<file path="src/rtl/lrsc_pkg.sv">
package lrsc_pkg;

  typedef enum logic [1:0] {
    OP_LOAD  = 2'd0,
    OP_LR    = 2'd1,
    OP_SC    = 2'd2,
    OP_STORE = 2'd3
  } op_e;

  // Granule number of a byte address (up to 64 address bits).
  function automatic logic [63:0] granule_of(input logic [63:0] addr, input int shift);
    return addr >> shift;
  endfunction

  // True when an entry of the given age must lapse at the next edge.
  function automatic logic age_lapses(input logic [31:0] age, input int limit);
    return age == 32'(limit - 1);
  endfunction

endpackage

</file>
<file path="src/rtl/lrsc_slot.sv">
module lrsc_slot
  import lrsc_pkg::*;
#(
  parameter int TAG_W   = 30,
  parameter int TIMEOUT = 64,
  localparam int AGE_W  = $clog2(TIMEOUT + 1)
) (
  input  logic             clk,
  input  logic             rst_n,
  input  logic             i_set,
  input  logic [TAG_W-1:0] i_tag,
  input  logic             i_kill,
  output logic             o_valid,
  output logic [TAG_W-1:0] o_tag,
  output logic [AGE_W-1:0] o_age,
  output logic             o_lapse
);

  logic             valid_q;
  logic [TAG_W-1:0] tag_q;
  logic [AGE_W-1:0] age_q;

  assign o_lapse = valid_q && age_lapses(32'(age_q), TIMEOUT);

  always_ff @(posedge clk) begin
    if (!rst_n) begin
      valid_q <= 1'b0;
      tag_q   <= '0;
      age_q   <= '0;
    end else if (i_set) begin
      valid_q <= 1'b1;
      tag_q   <= i_tag;
      age_q   <= '0;
    end else if (i_kill || o_lapse) begin
      valid_q <= 1'b0;
      age_q   <= '0;
    end else if (valid_q) begin
      age_q   <= age_q + AGE_W'(1);
    end
  end

  assign o_valid = valid_q;
  assign o_tag   = tag_q;
  assign o_age   = age_q;

endmodule

</file>
<file path="src/rtl/lrsc_victim.sv">
module lrsc_victim #(
  parameter int ENTRIES = 4,
  parameter int AGE_W   = 7,
  localparam int IDX_W  = (ENTRIES > 1) ? $clog2(ENTRIES) : 1
) (
  input  logic [ENTRIES-1:0]            i_valid,
  input  logic [ENTRIES-1:0][AGE_W-1:0] i_age,
  output logic [ENTRIES-1:0]            o_pick
);

  logic             free_any;
  logic [IDX_W-1:0] free_idx;
  logic [IDX_W-1:0] old_idx;
  logic [AGE_W-1:0] old_age;
  logic [IDX_W-1:0] pick_idx;

  always_comb begin
    free_any = 1'b0;
    free_idx = '0;
    for (int i = ENTRIES - 1; i >= 0; i--) begin
      if (!i_valid[i]) begin
        free_any = 1'b1;
        free_idx = IDX_W'(i);
      end
    end
  end

  always_comb begin
    old_idx = '0;
    old_age = i_age[0];
    for (int i = 1; i < ENTRIES; i++) begin
      if (i_age[i] > old_age) begin
        old_age = i_age[i];
        old_idx = IDX_W'(i);
      end
    end
  end

  assign pick_idx = free_any ? free_idx : old_idx;

  always_comb begin
    o_pick = '0;
    o_pick[pick_idx] = 1'b1;
  end

endmodule

</file>
<file path="src/rtl/lrsc_monitor.sv">
module lrsc_monitor
  import lrsc_pkg::*;
#(
  parameter int ADDR_W    = 32,
  parameter int DATA_W    = 32,
  parameter int ENTRIES   = 4,
  parameter int GRAN_BITS = 2,
  parameter int TIMEOUT   = 64
) (
  input  logic              clk,
  input  logic              rst_n,
  input  logic              req_valid,
  input  logic [1:0]        req_op,
  input  logic [ADDR_W-1:0] req_addr,
  input  logic [DATA_W-1:0] req_wdata,
  input  logic              snoop_valid,
  input  logic [ADDR_W-1:0] snoop_addr,
  output logic              mem_wr_valid,
  output logic [ADDR_W-1:0] mem_wr_addr,
  output logic [DATA_W-1:0] mem_wr_data,
  output logic              sc_done,
  output logic              sc_fail
);

  localparam int TAG_W = ADDR_W - GRAN_BITS;
  localparam int AGE_W = $clog2(TIMEOUT + 1);

  logic [TAG_W-1:0] req_tag, snp_tag;
  logic is_lr, is_sc, is_st;

  logic [ENTRIES-1:0]            slot_valid;
  logic [ENTRIES-1:0][TAG_W-1:0] slot_tag;
  logic [ENTRIES-1:0][AGE_W-1:0] slot_age;
  logic [ENTRIES-1:0]            slot_lapse;
  logic [ENTRIES-1:0]            hit_req, hit_snp;
  logic [ENTRIES-1:0]            slot_set, slot_kill;
  logic [ENTRIES-1:0]            victim;

  // Named internal events
  logic ev_lr_renew;
  logic ev_sc_pass;

  assign req_tag = TAG_W'(granule_of(64'(req_addr), GRAN_BITS));
  assign snp_tag = TAG_W'(granule_of(64'(snoop_addr), GRAN_BITS));

  assign is_lr = req_valid && (req_op == OP_LR);
  assign is_sc = req_valid && (req_op == OP_SC);
  assign is_st = req_valid && (req_op == OP_STORE);

  genvar g;
  generate
    for (g = 0; g < ENTRIES; g++) begin : g_slot
      assign hit_req[g]   = slot_valid[g] && (slot_tag[g] == req_tag);
      assign hit_snp[g]   = snoop_valid && slot_valid[g] && (slot_tag[g] == snp_tag);
      assign slot_kill[g] = hit_snp[g] || ((is_sc || is_st) && hit_req[g]);
      assign slot_set[g]  = is_lr && (ev_lr_renew ? hit_req[g] : victim[g]);

      lrsc_slot #(
        .TAG_W  (TAG_W),
        .TIMEOUT(TIMEOUT)
      ) u_slot (
        .clk    (clk),
        .rst_n  (rst_n),
        .i_set  (slot_set[g]),
        .i_tag  (req_tag),
        .i_kill (slot_kill[g]),
        .o_valid(slot_valid[g]),
        .o_tag  (slot_tag[g]),
        .o_age  (slot_age[g]),
        .o_lapse(slot_lapse[g])
      );
    end
  endgenerate

  lrsc_victim #(
    .ENTRIES(ENTRIES),
    .AGE_W  (AGE_W)
  ) u_victim (
    .i_valid(slot_valid),
    .i_age  (slot_age),
    .o_pick (victim)
  );

  assign ev_lr_renew = |hit_req;
  assign ev_sc_pass  = is_sc && |(hit_req & ~hit_snp);

  assign mem_wr_valid = is_st || ev_sc_pass;
  assign mem_wr_addr  = req_addr;
  assign mem_wr_data  = req_wdata;
  assign sc_done      = is_sc;
  assign sc_fail      = is_sc && !ev_sc_pass;

endmodule

</file>
<file path="config.mk">
export PLATFORM = sky130hd
export DESIGN_NAME = lrsc_monitor
export DESIGN_NICKNAME = d
export VERILOG_FILES = /design/src/rtl/lrsc_pkg.sv /design/src/rtl/lrsc_slot.sv /design/src/rtl/lrsc_victim.sv /design/src/rtl/lrsc_monitor.sv
export SDC_FILE = /design/constraint.sdc
export NUM_CORES = 1
export LEC_CHECK = 0
export CORE_UTILIZATION = 45
export CTS_BUF_LIST = sky130_fd_sc_hd__clkbuf_4
export DETAILED_ROUTE_END_ITERATION = 16
export DONT_BUFFER_PORTS = 1
export PLACE_DENSITY = 0.7
export SYNTH_ARGS = -nofsm -noshare
export SYNTH_HDL_FRONTEND = slang
export SYNTH_SLANG_ARGS = --single-unit
</file>
<file path="constraint.sdc">
create_clock -name clk -period 10.05 [get_ports clk]
set_input_delay 0.5025 -clock clk [delete_from_list [all_inputs] [get_ports clk]]
set_output_delay 0.5025 -clock clk [all_outputs]
set_load 0.01 [all_outputs]
</file>
* Word level (Yosys, flattened, before mapping)
Cells that the tools add are included.
** Word-level totals
- ROM bits :: 0
- Register bits after elaboration :: 152
- Bits in latches :: 0
- Memories :: 0
- Output and inout bits :: 67
- Bits in writable memories :: 0
- Logic and storage cells :: 118
- Bits of input ports :: 102
** Cells by class
- $add $sub $neg :: 4
- Multipliers :: 0
- Equality and inequality tests :: 15
- Divide/modulo/power cells :: 0
- Bitwise gates (word level) :: 3
- Multiplexer cells :: 28
- Shifts and indexed selects :: 0
- Reduce and logical (&&, ||, !) cells :: 51
- Order comparisons :: 5
** Operator list (count)
- == test 30 bit :: 8
- logical AND 1 bit :: 30
- adder 7 x 1 -> 7 bit (second input constant) :: 4
- == test 7 x 6 -> 1 bit (second input constant) :: 4
- greater-than comparator 7 bit :: 3
- two-way mux 1 bit :: 18
- two-way mux 2 bit :: 7
- two-way mux 7 bit :: 2
- OR reduction 3 bit :: 4
- logical OR 1 bit :: 10
- nonzero test 2 bit :: 4
- OR reduction 4 bit :: 2
- AND 4 bit :: 1
- == test 2 bit (second input constant) :: 2
- NOT 4 bit :: 1
- < comparator 2 x 3 -> 1 bit (second input constant) :: 1
- demux 1 bit (select 2 bit) :: 1
- == test 2 x 1 -> 1 bit (second input constant) :: 1
- >= comparator 2 x 1 -> 1 bit (second input constant) :: 1
- logical NOT 1 bit :: 1
- NOT 1 bit :: 1

* Logic depth before layout (Yosys ltp)
Gate-level depths: netlist of the first run.
- Depth after elaboration :: 14
- Gate-level depth with buffers :: 25
- Gate-level depth less buffers :: 21

* By module
Synthesis of the first run repeated with hierarchy kept, for this count alone.
** Second synthesis, totals
- Cells, all modules :: 1065
- Area, all modules :: 10129.7 µm²
** By module, submodules not included
- lrsc_slot :: sequential area each 760.7 µm², cells each 133, area an instance 1492.7 µm², times used 4
- lrsc_monitor :: sequential area each 0.0 µm², cells each 419, area an instance 3268.1 µm², times used 1
- lrsc_victim :: sequential area each 0.0 µm², cells each 114, area an instance 890.9 µm², times used 1

* Worst setup path before layout of the first run
Ideal clock, no wire load.
- Kind :: reg2reg
- From :: register g_slot[0].u_slot.age_q[5]
- To :: register g_slot[0].u_slot.age_q[0]
- Arrival time :: 5101 ps
- Stages on the path, launching flop included :: 24
- Library setup time :: 151 ps
- Buffers on the path :: 3
- Required time :: 9899 ps
- Slack :: 4798 ps
- Clock period less this slack :: 5252 ps
- Cell sequence :: dfxtp_1 -> inv_1 -> ha_1 -> nand4_1 -> a21oi_1 -> nor3_1 -> nor2_1 -> mux2i_1 -> ha_1 -> a211oi_1 -> nor2_1 -> o31ai_1 -> clkbuf_1 -> o21ai_0 -> ha_1 -> nand4_1 -> or2_2 -> o21ai_0 -> nand3_1 -> and3_1 -> clkbuf_1 -> clkbuf_1 -> o311ai_0 -> nor2_1
** On the way
- Longest elaborated chain between the ends :: 14
- Elaborated cells between the ends (all ways) :: 20
- Those cells by class :: order compare (5); eq/ne (1); mux (9); reduce/logical (5)
** Ends and longest elaborated chain
- from (decl) :: RTL line lrsc_slot.sv:21 : logic [AGE_W-1:0] age_q;
- from (signal assigned) :: RTL line lrsc_slot.sv:38 : age_q <= age_q + AGE_W'(1);
- greater-than comparator 7 bit :: RTL line lrsc_victim.sv:32 : if (i_age[i] > old_age) begin
- two-way mux 7 bit :: RTL line lrsc_victim.sv:32
- greater-than comparator 7 bit :: RTL line lrsc_victim.sv:32
- two-way mux 7 bit :: RTL line lrsc_victim.sv:32
- greater-than comparator 7 bit :: RTL line lrsc_victim.sv:32
- two-way mux 2 bit :: RTL line lrsc_victim.sv:32
- two-way mux 2 bit :: RTL line lrsc_victim.sv:39 : assign pick_idx = free_any ? free_idx : old_idx;
- < comparator 2 x 3 -> 1 bit (not written as such) or >= comparator 2 x 1 -> 1 bit (tied branches) :: RTL line lrsc_victim.sv:43 : o_pick[pick_idx] = 1'b1;
- logical AND 1 bit (not written as such) :: RTL line lrsc_victim.sv:43
- two-way mux 1 bit (not written as such) :: RTL line lrsc_victim.sv:43
- demux 1 bit (select 2 bit)
- two-way mux 1 bit :: RTL line lrsc_monitor.sv:56 : assign slot_set[g] = is_lr && (ev_lr_renew ? hit_req[g] : victim[g]);
- logical AND 1 bit :: RTL line lrsc_monitor.sv:56
- OR reduction 3 bit (no line) *
Mark *: on every way between the ends. The rest lies on a longest branch, timed or not.
A chain may end at the register's enable or synchronous reset.

* Worst setup path in the final report of the first run
- From :: register g_slot[0].u_slot.age_q[4]
- To :: register g_slot[3].u_slot.age_q[3]
** On the way
- Longest elaborated chain between the ends :: 14
- Elaborated cells between the ends (all ways) :: 17
- Those cells by class :: order compare (5); mux (9); reduce/logical (3)
** Ends and longest elaborated chain (RTL line)
- greater-than comparator 7 bit :: lrsc_victim.sv:32
- two-way mux 7 bit :: lrsc_victim.sv:32
- greater-than comparator 7 bit :: lrsc_victim.sv:32
- two-way mux 7 bit :: lrsc_victim.sv:32
- greater-than comparator 7 bit :: lrsc_victim.sv:32
- two-way mux 2 bit * :: lrsc_victim.sv:32
- two-way mux 2 bit * :: lrsc_victim.sv:39
- < comparator 2 x 3 -> 1 bit (not written as such) or >= comparator 2 x 1 -> 1 bit (tied branches) :: lrsc_victim.sv:43
- logical AND 1 bit (not written as such) :: lrsc_victim.sv:43
- two-way mux 1 bit (not written as such) :: lrsc_victim.sv:43
- demux 1 bit (select 2 bit) *
- two-way mux 1 bit * :: lrsc_monitor.sv:56
- logical AND 1 bit * :: lrsc_monitor.sv:56
- OR reduction 3 bit (no line) *
- to (signal assigned) :: lrsc_slot.sv:38
- to (decl) :: lrsc_slot.sv:21
Marks and branches as above.

==> impl_metrics.env, run 1 <==
export IMPL_cts_tree="built"
export IMPL_cts_sinks=152
export IMPL_dr_pass1_iters=7
export IMPL_rsz0062_at_grt="no"
export IMPL_clkTransAtPathRegs_ns=0.13
export IMPL_place_area_um2=12200
export IMPL_synth_area_leaders="dfxtp_1 (24%), xor2_1 (9.0%), xnor2_1 (8.5%)"
export IMPL_synthTopCellsByCount="dfxtp_1 (152), o21ai_0 (138), xor2_1 (130), clkbuf_1 (127), nor2_1 (127)"
export IMPL_cp_top_family="compound AO/OA/AOI/OAI gates"
export IMPL_clk_path_buf_depth=2
export IMPL_drive_gt1_share_pct=4.46
export IMPL_fp_row_count=61
export IMPL_setup_viol=0
export IMPL_die_area_um2=28900
export IMPL_pwr_share_seq_pct=52.9
export IMPL_areaGrowthSynthToFinish_pct=-2.27
export IMPL_slew_headroom_pct=18.2
export IMPL_gp_congestion=1.02
export IMPL_yosysMostFrequentCell="dfxtp_1"
export IMPL_syn_area_per_cell_um2=7.47
export IMPL_cts_buffers=17
export IMPL_drtIter0Drc=1001
export IMPL_hp_class="input pin to flop"
export IMPL_synthesis_area_um2=12700
export IMPL_htreeDepth=4
export IMPL_die_w_um=170
export IMPL_hpwl_um=33200
export IMPL_synth_fp_nets=1828
export IMPL_path_class="flop to flop"
export IMPL_worst_path_buf_inv=1
export IMPL_slew_violations=0
export IMPL_ios=169
export IMPL_portBuffers=0
export IMPL_startpoint_type="flop"
export IMPL_synth_cell_types=48
export IMPL_crit_chain="inv_1 -> ha_1 -> a211oi_1 -> nor2_1 -> nor3_1 -> nor2_1 -> mux2i_1 -> ha_1 -> a21oi_1 -> a21oi_1 -> o31ai_1 -> mux2_2 -> ha_1 -> nand3b_1 -> a21oi_1 -> o21ai_0 -> nand3_1 -> nand3_4 -> o311ai_0 -> nor2_1"
export IMPL_worstPathRequired_ns=10.51
export IMPL_grt_use_total_pct=32.2
export IMPL_synth_main_ff_cell="dfxtp_1"
export IMPL_ys_seq_area_share_pct=23.9
export IMPL_grt_overflow_total=0
export IMPL_crit_path_end_kind="flop"
export IMPL_max_freq_mhz=140
export IMPL_fin_tns_setup_ns=0
export IMPL_combPwrFrac_pct=16.5
export IMPL_worstSkewPairLatency_ns=0.63
export IMPL_slowest_delay_ns=1.31
export IMPL_synth_edff_count=0
export IMPL_start_util_pct=45.8
export IMPL_intPower_w=0.000814
export IMPL_via_per_inst=6.48
export IMPL_powerDensity_nw_per_um2=97.7
export IMPL_finalPower_w=0.00121
export IMPL_period_share_pct=71.2
export IMPL_antenna_found_initial=2
export IMPL_num_vias=12339
export IMPL_yosys_area_top_type="dfxtp_1"
export IMPL_max_cap_violations=0
export IMPL_synthCells=1701
export IMPL_wl_um=45800
export IMPL_die_height_um=170
export IMPL_status="completed"
export IMPL_cpMaxStageDelayCell="o311ai_0"
export IMPL_finalClockSkew_ns=0.0230
export IMPL_p_leak_nw=4.80
export IMPL_grt_max_degree=159
export IMPL_tightest_slew_ns=1.23
export IMPL_grt_pass1_vias=11408
export IMPL_path_max_fanout=124
export IMPL_wl_per_cell_um=24.1
export IMPL_cp_arrival_ns=7.62
export IMPL_multi_input_area_um2=8490
export IMPL_switching_share_pct=33.0
export IMPL_fillCellCount=2867
export IMPL_ys_async_sr_fraction_pct=0
export IMPL_synth_top_area_share_pct=23.9
export IMPL_cts_resized=0
export IMPL_fin_area_um2=12400
export IMPL_cts_root_buffer="clkbuf_4"
export IMPL_ys_seq_elements=152
export IMPL_fin_nets=1638
export IMPL_finalHoldViolCount=0
export IMPL_final_antenna_net_count=0
export IMPL_min_period_ns=7.15
export IMPL_power_frac_clock_pct=30.6
export IMPL_drc=0
export IMPL_ys_warn_count=0
export IMPL_coreArea_um2=27800
export IMPL_grt_first_pass_wirelength_um=70500
export IMPL_p_switching_w=0.000400
export IMPL_vdd_drop_max_v=0.0000978
export IMPL_regArea_um2=3040
## logic make-up (layout without fill, tap and decap cells)
family          Yosys count  count (layout)  share of synthesized area [%]
buf+inv                 238              61                           9.55
xor+xnor                256             256                           17.8
other cells               0               3                              0
flops                   152             152                           23.9
mux                      12              12                          0.965
simple gates            727             727                           32.1
fa+ha+maj                25              25                           2.46
compound gates          291             291                           13.3
## power by group through the flow
stage          Combinational (W)  Sequential, W  Clock [W]
6_report                0.000200       0.000642   0.000372
5_1_grt                 0.000216       0.000644   0.000402
4_1_cts                 0.000195       0.000642   0.000377
3_5_place_dp            0.000194       0.000655          0
3_3_place_gp            0.000192       0.000655          0
2_1_floorplan           0.000190       0.000645          0
## worst register-to-register path, delay by kind of cell (launching register included)
family | cells | cell delay (ns)
simple gates | 7 | 1.93
mux | 2 | 0.72
buf+inv | 1 | 0.09
flops | 1 | 0.38
compound gates | 7 | 3.08
fa+ha+maj | 3 | 0.79
## final timing paths
| check | from | to | slack (ns) | cells past startpoint |
|---|---|---|---|---|
| worst max-delay path | g_slot[0].u_slot.o_age[4]$_SDFFE_PP0P_ | g_slot[3].u_slot.o_age[3]$_SDFFE_PP0P_ | 2.90 | 20 |
| worst min-delay path | rst_n | g_slot[1].u_slot.o_valid$_SDFFE_PN0P_ | 0.06 | 1 |
| worst max register to register | g_slot[0].u_slot.o_age[4]$_SDFFE_PP0P_ | g_slot[3].u_slot.o_age[3]$_SDFFE_PP0P_ | 2.90 | 20 |
| worst min register to register | g_slot[3].u_slot.o_age[6]$_SDFFE_PP0P_ | g_slot[3].u_slot.o_age[6]$_SDFFE_PP0P_ | 0.52 | 2 |
## registers in the layout, summed over array words and instances (netlist names)
signal and count:
g_slot.u_slot.o_valid 4, g_slot.u_slot.o_tag 120, g_slot.u_slot.o_age 28
## repair_timing
item | 4_1_cts | 5_1_grt
endpoints found under the hold margin | 1 | 0
setup buffers | 0 | 0
hold buffers | 1 | 0
## cell usage in the layout (no fill, tap or decap), drive strengths merged, types with 5 or more instances in the layout
cell type,netlist,final
ha,25,25
inv,16,16
nor2,127,127
o311ai,5,5
clkinv,0,9
xnor2,126,126
o31ai,5,5
buf,95,12
dfxtp,152,152
clkbuf,127,18
o2111ai,34,34
nand4,74,74
and3,123,123
nand2b,7,7
o21ai,138,138
nor3,13,13
nand2,89,89
xor2,130,130
or4,122,122
mux2i,10,10
nand3,105,105
a21oi,93,93
nor4,47,47
## through the flow
stage	instances	hold slack, ns	util (%)	setup WS, ns
floorplan	1701	0.457	-	4.80
global placement	1869	0.494	43.8	3.06
detailed placement	1869	0.492	43.8	2.96
CTS	1902	0.0216	44.7	2.96
global route	1905	0.0383	44.7	2.25
finish	1905	0.0637	44.7	2.90
## per-layer routing
metal	part of all wire (%)	wire length, um	vias to the layer above	global-route usage (%)
met2	47	21400	466	53.4
met3	8.0	3660	85	7.93
met4	3.1	1420	2	11.1
met5	0.024	11	-	0
li1	-	-	5759	-
met1	42	19300	6027	40.5
## cell type report
cell class | count | area share [%]
repair buffers | 13 | 0.806
clock inverters | 14 | 0.886
flip-flops and latches | 152 | 24.5
multi-input cells | 1311 | 68.4
well taps | 378 | 3.81
diodes | 3 | 0.0604
clock buffers | 18 | 1.09
inverters | 16 | 0.483
No activity file was read; power rests on OpenSTA's default activity.
==> inputs of run 2 (changes only) <==
--- a/config.mk
+++ b/config.mk
@@ -9,7 +9,7 @@
 export CTS_BUF_LIST = sky130_fd_sc_hd__clkbuf_4
 export DETAILED_ROUTE_END_ITERATION = 16
 export DONT_BUFFER_PORTS = 1
-export PLACE_DENSITY = 0.7
+export PLACE_DENSITY = 0.72
 export SYNTH_ARGS = -nofsm -noshare
 export SYNTH_HDL_FRONTEND = slang
 export SYNTH_SLANG_ARGS = --single-unit
==> constraint.sdc (replaced) <==
create_clock -name clk -period 5.7 [get_ports clk]
set_input_delay 0.285 -clock clk [delete_from_list [all_inputs] [get_ports clk]]
set_output_delay 0.285 -clock clk [all_outputs]
set_load 0.01 [all_outputs]
==> run 2 against run 1 <==
Non-clock buffer count increased by 34; sequential power increased by 76%; flip-flop and latch count did not move; register-to-register slack worse by 2.5 ns; clock power grew 120%; final area up 4.0%; sequential share of layout area shrank 0.95 points; fmax is 36% higher; largest cell class unchanged; largest power group unchanged; highest routed layer is now met4.
==> impl_metrics.env, run 2 (synthesis gave the netlist of run 1 again) <==
export IMPL_status="completed"
export IMPL_crit_chain="inv_1 -> ha_1 -> a21oi_1 -> a21oi_1 -> nor3_2 -> nor2_4 -> mux2i_1 -> ha_1 -> a211oi_1 -> nor2_1 -> o31ai_1 -> buf_4 -> mux2_2 -> ha_1 -> nand4_1 -> or2_2 -> o21ai_1 -> nand3_1 -> and3_2 -> buf_12 -> or4_1 -> nand3_1"
export IMPL_place_inst=1887
export IMPL_hpwl_um=34000
export IMPL_rsz0062_at_grt="no"
export IMPL_hp_class="input pin to flop"
export IMPL_holdWs_ns=0.0307
export IMPL_powerDensity_nw_per_um2=181
export IMPL_fin_tns_setup_ns=0
export IMPL_num_vias=12515
export IMPL_final_common_cell="dfxtp_1"
export IMPL_power_frac_clock_pct=34.5
export IMPL_switching_share_pct=31.9
export IMPL_path_class="flop to flop"
export IMPL_die_area_um2=28900
export IMPL_worstPathRequired_ns=6.25
export IMPL_cpMaxStageDelayCell="or4_1"
export IMPL_cp_top_family="simple AND/OR/NAND/NOR gates"
export IMPL_cts_tree="built"
export IMPL_grt_first_pass_wirelength_um=71700
export IMPL_drive_gt1_share_pct=5.84
export IMPL_cts_buffers=17
export IMPL_slowest_delay_ns=0.56
export IMPL_ios=169
export IMPL_portBuffers=0
export IMPL_vdd_drop_max_v=0.000171
export IMPL_place_ws_ns=0.145
export IMPL_dr_pass1_iters=5
export IMPL_start_util_pct=45.8
export IMPL_die_w_um=170
export IMPL_pwr_share_seq_pct=48.5
export IMPL_drtIter0Drc=1236
export IMPL_critPathMostFrequentCell="ha_1"
export IMPL_period_share_pct=92.5
export IMPL_areaGrowthSynthToFinish_pct=1.66
export IMPL_worst_path_buf_inv=3
export IMPL_wl_um=47400
export IMPL_fin_nets=1672
export IMPL_finalClockSkew_ns=0.0367
export IMPL_via_per_inst=6.46
export IMPL_p_leak_nw=5.04
export IMPL_largest_reg_flops=120
export IMPL_slew_headroom_pct=29.4
export IMPL_cp_arrival_ns=5.83
export IMPL_layout_common_cells="dfxtp_1 (152), o21ai_0 (137), xor2_1 (130)"
export IMPL_grt_pass1_vias=11787
export IMPL_timing_final_ws_setup_ns=0.427
export IMPL_path_max_fanout=68
export IMPL_coreArea_um2=27800
export IMPL_slew_violations=0
export IMPL_cts_sinks=152
export IMPL_antenna_found_initial=1
export IMPL_worstSkewPairLatency_ns=0.63
export IMPL_htreeDepth=4
export IMPL_grt_max_degree=132
export IMPL_p_switching_w=0.000746
export IMPL_final_antenna_net_count=0
export IMPL_intPower_w=0.00159
export IMPL_gp_congestion=1.04
export IMPL_min_period_ns=5.27
export IMPL_fin_cells=1937
export IMPL_grt_use_total_pct=33.1
export IMPL_fp_row_count=61
export IMPL_grt_overflow_total=0
export IMPL_tightest_slew_ns=1.06
export IMPL_max_freq_mhz=190
export IMPL_startpoint_type="flop"
export IMPL_wl_per_cell_um=24.5
export IMPL_combPwrFrac_pct=16.9
export IMPL_die_height_um=170
export IMPL_max_cap_violations=0
export IMPL_crit_path_end_kind="flop"
export IMPL_drc=0
export IMPL_finalHoldViolCount=0
export IMPL_cts_root_buffer="clkbuf_4"
export IMPL_clkTransAtPathRegs_ns=0.14
export IMPL_setup_viol=0
export IMPL_clk_path_buf_depth=2
## run 2: cell types whose count changed in the layout (fill, tap and decap cells not counted), sizes merged
cell | before | now
buf | 12 | 32
dlygate4sd3 | 1 | 15
bufinv | 1 | 4
clkinv | 9 | 6
diode | 3 | 1
inv | 16 | 18
clkbuf | 18 | 17
clkinvlp | 4 | 3
## run 2: final cells by class
cell class | instances | area, um2
antenna | 1 | 2.50
clock buffer | 17 | 128
clock inverter | 15 | 200
fill | 2816 | 14900
inverter | 16 | 60.1
multi-input combinational | 1311 | 8510
sequential | 152 | 3040
tap | 378 | 473
timing repair buffer | 47 | 510
## run 2: stage by stage
step                      utilization (%)  instance area, um2  total power [W]
after floorplan                         -               12700          0.00147
after global placement               44.6               12400          0.00151
after detailed placement             44.6               12400          0.00151
after CTS                            46.4               12900          0.00233
after global routing                 46.5               12900          0.00242
final                                46.5               12900          0.00234
## run 2: metal layers
layer / vias to the layer above / GRT usage, % / part of all wire, %
met1: 5983 / 40.6 / 40
li1: 5817 / - / -
met2: 588 / 52.5 / 45
met4: 0 / 17.5 / 5.0
met5: - / 0 / 0
met3: 127 / 9.16 / 9.4
## run 2: path summary, 6_finish.rpt
path | start | to | slack [ns] | cells after the start
min | req_addr[10] | g_slot[2].u_slot.o_tag[8]$_SDFFE_PN0P_ | 0.03 | 2
max | g_slot[0].u_slot.o_age[2]$_SDFFE_PP0P_ | g_slot[1].u_slot.o_tag[16]$_SDFFE_PN0P_ | 0.43 | 22
max reg2reg | g_slot[0].u_slot.o_age[2]$_SDFFE_PP0P_ | g_slot[1].u_slot.o_tag[16]$_SDFFE_PN0P_ | 0.43 | 22
min reg2reg | g_slot[3].u_slot.o_age[6]$_SDFFE_PP0P_ | g_slot[3].u_slot.o_age[6]$_SDFFE_PP0P_ | 0.52 | 2
## run 2: timing repair
item,4_1_cts,5_1_grt
endpoints found under the hold margin,127,0
buffers inserted,0,1
endpoints found under the setup margin,0,152
gates resized for setup,0,6
hold buffers,16,0
## run 2: power groups by stage
stage               clock network, W  logic [W]  registers (W)
detailed placement                 0   0.000354        0.00116
finish                      0.000807   0.000395        0.00113
CTS                         0.000815   0.000381        0.00113
global placement                   0   0.000351        0.00115
floorplan                          0   0.000335        0.00114
global route                0.000859   0.000422        0.00114
